<file path="src/rtl/trc_pkg.sv">
package trc_pkg;

  typedef enum logic [2:0] {
    EV_EXEC   = 3'd0,
    EV_STALL  = 3'd1,
    EV_BRANCH = 3'd2,
    EV_EXC    = 3'd3,
    EV_ERET   = 3'd4,
    EV_WAIT   = 3'd5,
    EV_STOP   = 3'd6,
    EV_IMISS  = 3'd7
  } ev_kind_e;

  typedef enum logic [1:0] {
    FMT_FULL   = 2'd0,
    FMT_BRANCH = 2'd1,
    FMT_ICACHE = 2'd2,
    FMT_RSVD   = 2'd3
  } fmt_e;

  localparam logic [1:0] PID_EXEC   = 2'd0;
  localparam logic [1:0] PID_STALL  = 2'd1;
  localparam logic [1:0] PID_BRANCH = 2'd2;
  localparam logic [1:0] PID_EXT    = 2'd3;

  // extended subtypes; numbering is decoded downstream
  localparam logic [3:0] SUB_NONE   = 4'd0;
  localparam logic [3:0] SUB_EXC    = 4'd1;
  localparam logic [3:0] SUB_ERET   = 4'd2;
  localparam logic [3:0] SUB_STOP   = 4'd3;
  localparam logic [3:0] SUB_WAIT   = 4'd4;
  localparam logic [3:0] SUB_MCYC   = 4'd5;
  localparam logic [3:0] SUB_COUNT  = 4'd6;
  localparam logic [3:0] SUB_PC     = 4'd7;
  localparam logic [3:0] SUB_INDIR  = 4'd8;
  localparam logic [3:0] SUB_END    = 4'd9;
  localparam logic [3:0] SUB_END_PC = 4'd10;

endpackage

</file>
<file path="src/rtl/trc_pc_trunc.sv">
module trc_pc_trunc #(
  parameter int PC_W = 32
) (
  input  logic [PC_W-1:1]         addr_hi,
  input  logic [$clog2(PC_W)-1:0] pc_bits,
  output logic [PC_W-2:0]         trunc
);
  localparam int DW = PC_W - 1;

  logic [DW-1:0] mask;
  int            eff;

  always_comb begin
    eff = (pc_bits == '0) ? 1 : int'(pc_bits);
    for (int i = 0; i < DW; i++) begin
      mask[i] = (i < eff);
    end
  end

  assign trunc = addr_hi & mask;

endmodule

</file>
<file path="src/rtl/trc_classify.sv">
module trc_classify
  import trc_pkg::*;
#(
  parameter int PC_W  = 32,
  parameter int EID_W = 8
) (
  input  logic [1:0]              fmt,
  input  logic [2:0]              kind,
  input  logic [PC_W-1:1]         addr_hi,
  input  logic [EID_W-1:0]        eid,
  input  logic [$clog2(PC_W)-1:0] pc_bits,
  output logic                    keep,
  output logic                    is_stall,
  output logic                    has_addr,
  output logic [1:0]              id,
  output logic [3:0]              sub,
  output logic [PC_W-2:0]         data
);
  localparam int DW = PC_W - 1;

  logic [DW-1:0] addr_t;
  logic [DW-1:0] eid_x;

  trc_pc_trunc #(.PC_W(PC_W)) u_trunc (
    .addr_hi (addr_hi),
    .pc_bits (pc_bits),
    .trunc   (addr_t)
  );

  assign eid_x = {{(DW-EID_W){1'b0}}, eid};

  always_comb begin
    keep     = 1'b0;
    is_stall = 1'b0;
    has_addr = 1'b0;
    id       = PID_EXEC;
    sub      = SUB_NONE;
    data     = '0;
    case (fmt)
      FMT_FULL: begin
        case (kind)
          EV_EXEC:   keep = 1'b1;
          EV_STALL:  is_stall = 1'b1;
          EV_BRANCH: begin keep = 1'b1; id = PID_BRANCH; data = addr_t; has_addr = 1'b1; end
          EV_EXC:    begin keep = 1'b1; id = PID_EXT; sub = SUB_EXC; data = eid_x; end
          EV_ERET:   begin keep = 1'b1; id = PID_EXT; sub = SUB_ERET; end
          EV_WAIT:   begin keep = 1'b1; id = PID_EXT; sub = SUB_WAIT; end
          EV_STOP:   begin keep = 1'b1; id = PID_EXT; sub = SUB_STOP; end
          default:   ;
        endcase
      end
      FMT_BRANCH: begin
        if (kind == EV_BRANCH) begin
          keep = 1'b1; id = PID_BRANCH; data = addr_t; has_addr = 1'b1;
        end
      end
      FMT_ICACHE: begin
        if (kind == EV_IMISS) begin
          keep = 1'b1; id = PID_EXT; sub = SUB_PC; data = addr_t; has_addr = 1'b1;
        end
      end
      default: ;
    endcase
  end

  // a narrowed format never lets a foreign packet kind through
  always_comb begin
    if (keep && fmt == FMT_BRANCH)
      assert_branch_only_R6: assert (id == PID_BRANCH);
    if (keep && fmt == FMT_ICACHE)
      assert_icache_only_R7: assert (id == PID_EXT && sub == SUB_PC && has_addr);
  end

endmodule

</file>
<file path="src/rtl/trc_out_reg.sv">
module trc_out_reg #(
  parameter int DW = 31
) (
  input  logic          clk,
  input  logic          rst_n,
  input  logic          load,
  input  logic [1:0]    in_id,
  input  logic [3:0]    in_sub,
  input  logic [DW-1:0] in_data,
  output logic          slot_free,
  output logic          out_valid,
  input  logic          out_ready,
  output logic [1:0]    out_id,
  output logic [3:0]    out_sub,
  output logic [DW-1:0] out_data
);

  assign slot_free = !out_valid || out_ready;

  always_ff @(posedge clk or negedge rst_n) begin
    if (!rst_n) begin
      out_valid <= 1'b0;
      out_id    <= '0;
      out_sub   <= '0;
      out_data  <= '0;
    end else if (load) begin
      out_valid <= 1'b1;
      out_id    <= in_id;
      out_sub   <= in_sub;
      out_data  <= in_data;
    end else if (out_ready) begin
      out_valid <= 1'b0;
    end
  end

  assert_hold_stable_R10: assert property (@(posedge clk) disable iff (!rst_n)
    (out_valid && !out_ready) |=>
      (out_valid && $stable(out_id) && $stable(out_sub) && $stable(out_data)));

endmodule

</file>
<file path="src/rtl/trc_encoder.sv">
module trc_encoder
  import trc_pkg::*;
#(
  parameter int PC_W  = 32,
  parameter int EID_W = 8,
  parameter int CNT_W = 8
) (
  input  logic                    clk,
  input  logic                    rst_n,
  input  logic [1:0]              cfg_fmt,
  input  logic [$clog2(PC_W)-1:0] cfg_pc_bits,
  input  logic                    trace_active,
  input  logic                    ev_valid,
  output logic                    ev_ready,
  input  logic [2:0]              ev_kind,
  input  logic [PC_W-1:1]         ev_addr,
  input  logic [EID_W-1:0]        ev_eid,
  output logic                    pkt_valid,
  input  logic                    pkt_ready,
  output logic [1:0]              pkt_id,
  output logic [3:0]              pkt_sub,
  output logic [PC_W-2:0]         pkt_data
);
  localparam int            DW       = PC_W - 1;
  localparam logic [CNT_W-1:0] CNT_MAX = '1;

  // classification of the offered event
  logic          c_keep, c_stall, c_addr;
  logic [1:0]    c_id;
  logic [3:0]    c_sub;
  logic [DW-1:0] c_data;

  trc_classify #(.PC_W(PC_W), .EID_W(EID_W)) u_cls (
    .fmt      (cfg_fmt),
    .kind     (ev_kind),
    .addr_hi  (ev_addr),
    .eid      (ev_eid),
    .pc_bits  (cfg_pc_bits),
    .keep     (c_keep),
    .is_stall (c_stall),
    .has_addr (c_addr),
    .id       (c_id),
    .sub      (c_sub),
    .data     (c_data)
  );

  // control state
  logic             act_q;
  logic             end_pend;
  logic [CNT_W-1:0] cnt, cnt_n, cnt_inc;
  logic             last_vld;
  logic [DW-1:0]    last_data;

  // output register interface
  logic          slot_free;
  logic          ld, ld_end, take_addr;
  logic [1:0]    ld_id;
  logic [3:0]    ld_sub;
  logic [DW-1:0] ld_data;

  logic deact, end_req, ev_live, flush;

  assign deact   = act_q && !trace_active;
  assign end_req = deact || end_pend;
  assign ev_live = ev_valid && trace_active;
  assign flush   = (cnt != '0) && (end_req || (ev_live && !c_stall));
  assign cnt_inc = cnt + 1'b1;

  always_comb begin
    ld        = 1'b0;
    ld_end    = 1'b0;
    take_addr = 1'b0;
    ld_id     = PID_EXEC;
    ld_sub    = SUB_NONE;
    ld_data   = '0;
    cnt_n     = cnt;
    ev_ready  = 1'b0;
    if (slot_free) begin
      if (flush) begin
        // pending stall run leaves ahead of whatever comes next
        ld      = 1'b1;
        ld_id   = PID_EXT;
        ld_sub  = SUB_COUNT;
        ld_data = {{(DW-CNT_W){1'b0}}, cnt};
        cnt_n   = '0;
      end else if (end_req) begin
        ld      = 1'b1;
        ld_end  = 1'b1;
        ld_id   = PID_EXT;
        ld_sub  = last_vld ? SUB_END_PC : SUB_END;
        ld_data = last_vld ? last_data : '0;
      end else begin
        ev_ready = 1'b1;
        if (ev_live) begin
          if (c_stall) begin
            if (cnt_inc == CNT_MAX) begin
              ld      = 1'b1;
              ld_id   = PID_EXT;
              ld_sub  = SUB_COUNT;
              ld_data = {{(DW-CNT_W){1'b0}}, CNT_MAX};
              cnt_n   = '0;
            end else begin
              cnt_n = cnt_inc;
            end
          end else if (c_keep) begin
            ld        = 1'b1;
            ld_id     = c_id;
            ld_sub    = c_sub;
            ld_data   = c_data;
            take_addr = c_addr;
          end
        end
      end
    end
  end

  always_ff @(posedge clk or negedge rst_n) begin
    if (!rst_n) begin
      act_q     <= 1'b0;
      end_pend  <= 1'b0;
      cnt       <= '0;
      last_vld  <= 1'b0;
      last_data <= '0;
    end else begin
      act_q    <= trace_active;
      end_pend <= (end_pend || deact) && !ld_end;
      cnt      <= cnt_n;
      if (ld_end) begin
        last_vld <= 1'b0;
      end else if (take_addr) begin
        last_vld  <= 1'b1;
        last_data <= ld_data;
      end
    end
  end

  trc_out_reg #(.DW(DW)) u_out (
    .clk       (clk),
    .rst_n     (rst_n),
    .load      (ld),
    .in_id     (ld_id),
    .in_sub    (ld_sub),
    .in_data   (ld_data),
    .slot_free (slot_free),
    .out_valid (pkt_valid),
    .out_ready (pkt_ready),
    .out_id    (pkt_id),
    .out_sub   (pkt_sub),
    .out_data  (pkt_data)
  );

  assert_plain_no_sub_R2: assert property (@(posedge clk) disable iff (!rst_n)
    (pkt_valid && pkt_id != PID_EXT) |-> (pkt_sub == SUB_NONE));

  assert_count_nonzero_R5: assert property (@(posedge clk) disable iff (!rst_n)
    (pkt_valid && pkt_id == PID_EXT && pkt_sub == SUB_COUNT) |-> (pkt_data != '0));

  assert_gate_inactive_R8: assert property (@(posedge clk) disable iff (!rst_n)
    (ld && !trace_active) |->
      (ld_sub == SUB_COUNT || ld_sub == SUB_END || ld_sub == SUB_END_PC));

  assert_block_events_R10: assert property (@(posedge clk) disable iff (!rst_n)
    (pkt_valid && !pkt_ready) |-> !ev_ready);

endmodule

</file>
<file path="config.mk">
export PLATFORM = sky130hd
export DESIGN_NAME = trc_encoder
export DESIGN_NICKNAME = d
export VERILOG_FILES = /design/src/rtl/trc_pkg.sv /design/src/rtl/trc_pc_trunc.sv /design/src/rtl/trc_classify.sv /design/src/rtl/trc_out_reg.sv /design/src/rtl/trc_encoder.sv
export SDC_FILE = /design/constraint.sdc
export NUM_CORES = 1
export LEC_CHECK = 0
export ABC_AREA = 1
export BUFFER_PORTS_ARGS = -buffer_cell sky130_fd_sc_hd__buf_2
export CAP_MARGIN = 20
export CORE_ASPECT_RATIO = 1.5
export CORE_MARGIN = 3
export CORE_UTILIZATION = 59
export DETAILED_ROUTE_END_ITERATION = 6
export GPL_TIMING_DRIVEN = 1
export PLACE_DENSITY = 0.83
export SLEW_MARGIN = 20
export SYNTH_ARGS = -nofsm -noshare
export SYNTH_HDL_FRONTEND = slang
export SYNTH_SLANG_ARGS = --single-unit
</file>
<file path="constraint.sdc">
create_clock -name clk -period 3.5 [get_ports clk]
set_clock_uncertainty 0.1 [all_clocks]
set_input_delay 0.7 -clock clk [delete_from_list [all_inputs] [get_ports clk]]
set_output_delay 0.7 -clock clk [all_outputs]
set_load 0.005 [all_outputs]
</file>
==> results_dict.tcl <==
set metrics [dict create \
    status "completed" \
    n_antenna_cell 0 \
    yosys.area.top_type "dfrtp_1" \
    antenna_left 0 \
    dp_slack_ns 0.6104 \
    numCtsBuffers 9 \
    dp.cells 786 \
    startpoint "cnt[0]" \
    p_sw_share_pct 35.44 \
    max_slew_margin_pct 33.19 \
    layout_common_cells "215 x nand2_1, 91 x buf_2, 80 x dfrtp_1" \
    slew_violations 0 \
    netlist.area_leader.share_pct 45.02 \
    drv_cap 0 \
    ys_types 30 \
    path_class "reg2out" \
    synth_compound_area_share_pct 12.21 \
    syn_area_per_cell_sq_um 7.314 \
    yosys-top-cells-area "dfrtp_1 45%, nand2_1 18%, nand3_1 6.1%" \
    synthXorXnorAreaFrac_pct 0.5909 \
    worstSkewPairLatency_ns 0.36 \
    dr.pass1.iters 6 \
    reg2reg_slack_ns 0.67 \
    finalCriticalPeriod_ns 3.224 \
    yosysWarnings 0 \
    worst_pin_slew_ns 1.002 \
    finalCritPeriodShare_pct 92.11 \
    worst-path-stages 7 \
    crit_chain "inv_1 -> ha_1 -> inv_1 -> o31ai_2 -> nand2_4 -> nor2_1 -> buf_2" \
    path_buf_inv 3 \
    leakage_uw 0.002853 \
    synthArstFlopShare_pct 100.0 \
    cpPeakStageDelay_ns 0.80 \
    cts_num_sinks 80 \
    ctsHoldBuffers 0 \
    drt_iter0_drc 455 \
    synth_seq_cells 80 \
    critPathTopFamily "compound AO/OA/AOI/OAI gates" \
    whs_ns 0.3685 \
    cp-start-kind "register" \
    internal_power_uw 1804 \
    grt_antenna_before_repair 0 \
    clockPowerShare_pct 27.6 \
    p_seq_share_pct 43.1 \
    cts_repair_resize_count 0 \
    synthMuxAreaShare_pct 0 \
    core_sq_um 7274 \
    synth_top_family_by_area "simple AND/OR/NAND/NOR gates" \
    required_ns 2.70 \
    netlist_area_sq_um 4447 \
    rsz0062_at_grt "false" \
    fin_nets 754 \
    syn_to_final_growth_pct 16.63 \
    synth_nets 665 \
    rows 38 \
    die_h_um 112.3 \
    yosysSeqAreaShare_pct 45.02 \
    end_kind "output pin" \
    vias_per_cell 5.622 \
    timing.rr.start "cnt[0]" \
    critPathMaxFanout 14 \
    dr_total_vias 4509 \
    h-tree-depth 3 \
    port-buffer-count 92 \
    r2r_cells 9 \
    post_cts_buffers 0 \
    die-width_um 76.89 \
    synth_fa_ha_area_share_pct 0.8441 \
    routed_wl_um 12190 \
    hold_viol_final 0 \
    start_util_pct 61.13 \
    fmax_mhz 310.2 \
    grt_pass1_wl_um 20060 \
    grtUsageTotal_pct 29.31 \
    p_per_area_nw_per_um2 538.8 \
    final_common_cell "nand2_1" \
    synth_cells 608 \
    n_fill_cell 622 \
    grt_pass1_vias 4250 \
    cts.clk_slew.worst_paths_ns 0.08 \
    io_pins 93 \
    peakVddDrop_mv 0.4436 \
    gp_congestion 0.9635 \
    power.total_uw 2794 \
    reg2reg_to "last_data[13]" \
    worst_slack_ns 0.2763 \
    switching_power_uw 990.2 \
    endpoint "ev_ready" \
    die_area_sq_um 8636 \
    path_common_cell "inv_1" \
    layoutNonFillerInstCount 802 \
    tritoncts "done" \
    drive_gt1_share_pct 19.52 \
    yosys.area_share.simple_pct 33.26 \
    min_path_type "reg2reg" \
    wl_per_cell_um 15.20 \
    drc 0 \
    synth_ff_type "dfrtp_1" \
    cts-root-buf "clkbuf_8" \
    max-clock-path-buffers 2 \
    synth-edff-count 0 \
    crit_slowest_cell "o31ai_2" \
    grt_max_degree 81 \
    arrival_ns 2.42 \
    hpwl_um 9067 \
    tns_ns 0 \
    combPwrFrac_pct 29.2 \
    grt_remaining_overflow 0 \
    setup_viol 0 \
]
[cell type report]
| type | count | area (sq um) | share of cell area (%) |
|---|---|---|---|
| Tap cell | 100 | 125.1 | 2.413 |
| Clock buffer | 10 | 137.6 | 2.654 |
| Multi-Input combinational cell | 449 | 2086 | 40.22 |
| Sequential cell | 80 | 2002 | 38.60 |
| Timing Repair Buffer | 100 | 523.0 | 10.08 |
| Clock inverter | 6 | 91.34 | 1.761 |
| Inverter | 57 | 221.5 | 4.270 |
[power by group through the flow]
stage	registers (uW)	logic (uW)	clock network [uW]
2_1_floorplan	1210	533	0
3_3_place_gp	1210	789	0
3_5_place_dp	1220	808	0
4_1_cts	1200	815	785
5_1_grt	1230	923	829
6_report	1210	817	772
[cells in the mapped netlist (2+ instances only)]
library cell and n:
o211ai_1 7, inv_2 2, clkbuf_1 6, dfrtp_1 80, buf_2 8, nor3_2 2, nand2_1 215, nor2_1 44
nor2_2 6, nand3_1 54, o31ai_1 3, nor3_1 2, buf_4 4, buf_6 4, ha_1 3, nand4_1 15
o21ai_0 48, a21oi_1 36, xor2_1 3, nand2_4 4, inv_1 53
[sequential cells by signal, indices dropped and copies added (netlist names)]
register and flops:
last_data 31, u_out.out_data 31, cnt 8, u_out.out_sub 4
u_out.out_id 2, act_q 1, end_pend 1, last_vld 1
u_out.out_valid 1
[worst min path at each step]
stage,cells past startpoint,startpoint,end
finish,2,u_out.out_data[12],u_out.out_data[12]
global route,1,trace_active,act_q
CTS,1,trace_active,act_q
detailed placement,2,u_out.out_data[30],u_out.out_data[30]
global placement,2,u_out.out_data[18],u_out.out_data[18]
floorplan,0,rst_n,act_q
[routing by layer]
metal	track usage [%]	routed length (um)
met1	37.00	4712
met2	49.59	6247
met5	0	0
met4	13.42	380
met3	4.334	852
[stage by stage]
step / area (sq um) / utilization, %
3_3_place_gp: 4957 / 68.15
2_1_floorplan: 4447 / -
5_1_grt: 5186 / 71.29
6_report: 5186 / 71.29
4_1_cts: 5186 / 71.29
3_5_place_dp: 4957 / 68.15
[logic make-up (layout without fill, tap and decap cells)]
kind of cell    Yosys count  after routing
fa+ha+maj                 3              3
buf+inv                  79            173
flops                    80             80
compound gates           99             99
xor+xnor                  3              3
simple gates            344            344
[worst register-to-register path, cell delays in order, from the launching register on]
cell     delay, ns
dfrtp_1       0.44
inv_1         0.14
ha_1          0.16
inv_1         0.05
o31ai_2       0.80
nand2_4       0.19
nor2_8        0.37
buf_4         0.31
nor2_1        0.06
a21oi_1       0.13
Note: power is estimated with default switching activity, not from simulation.
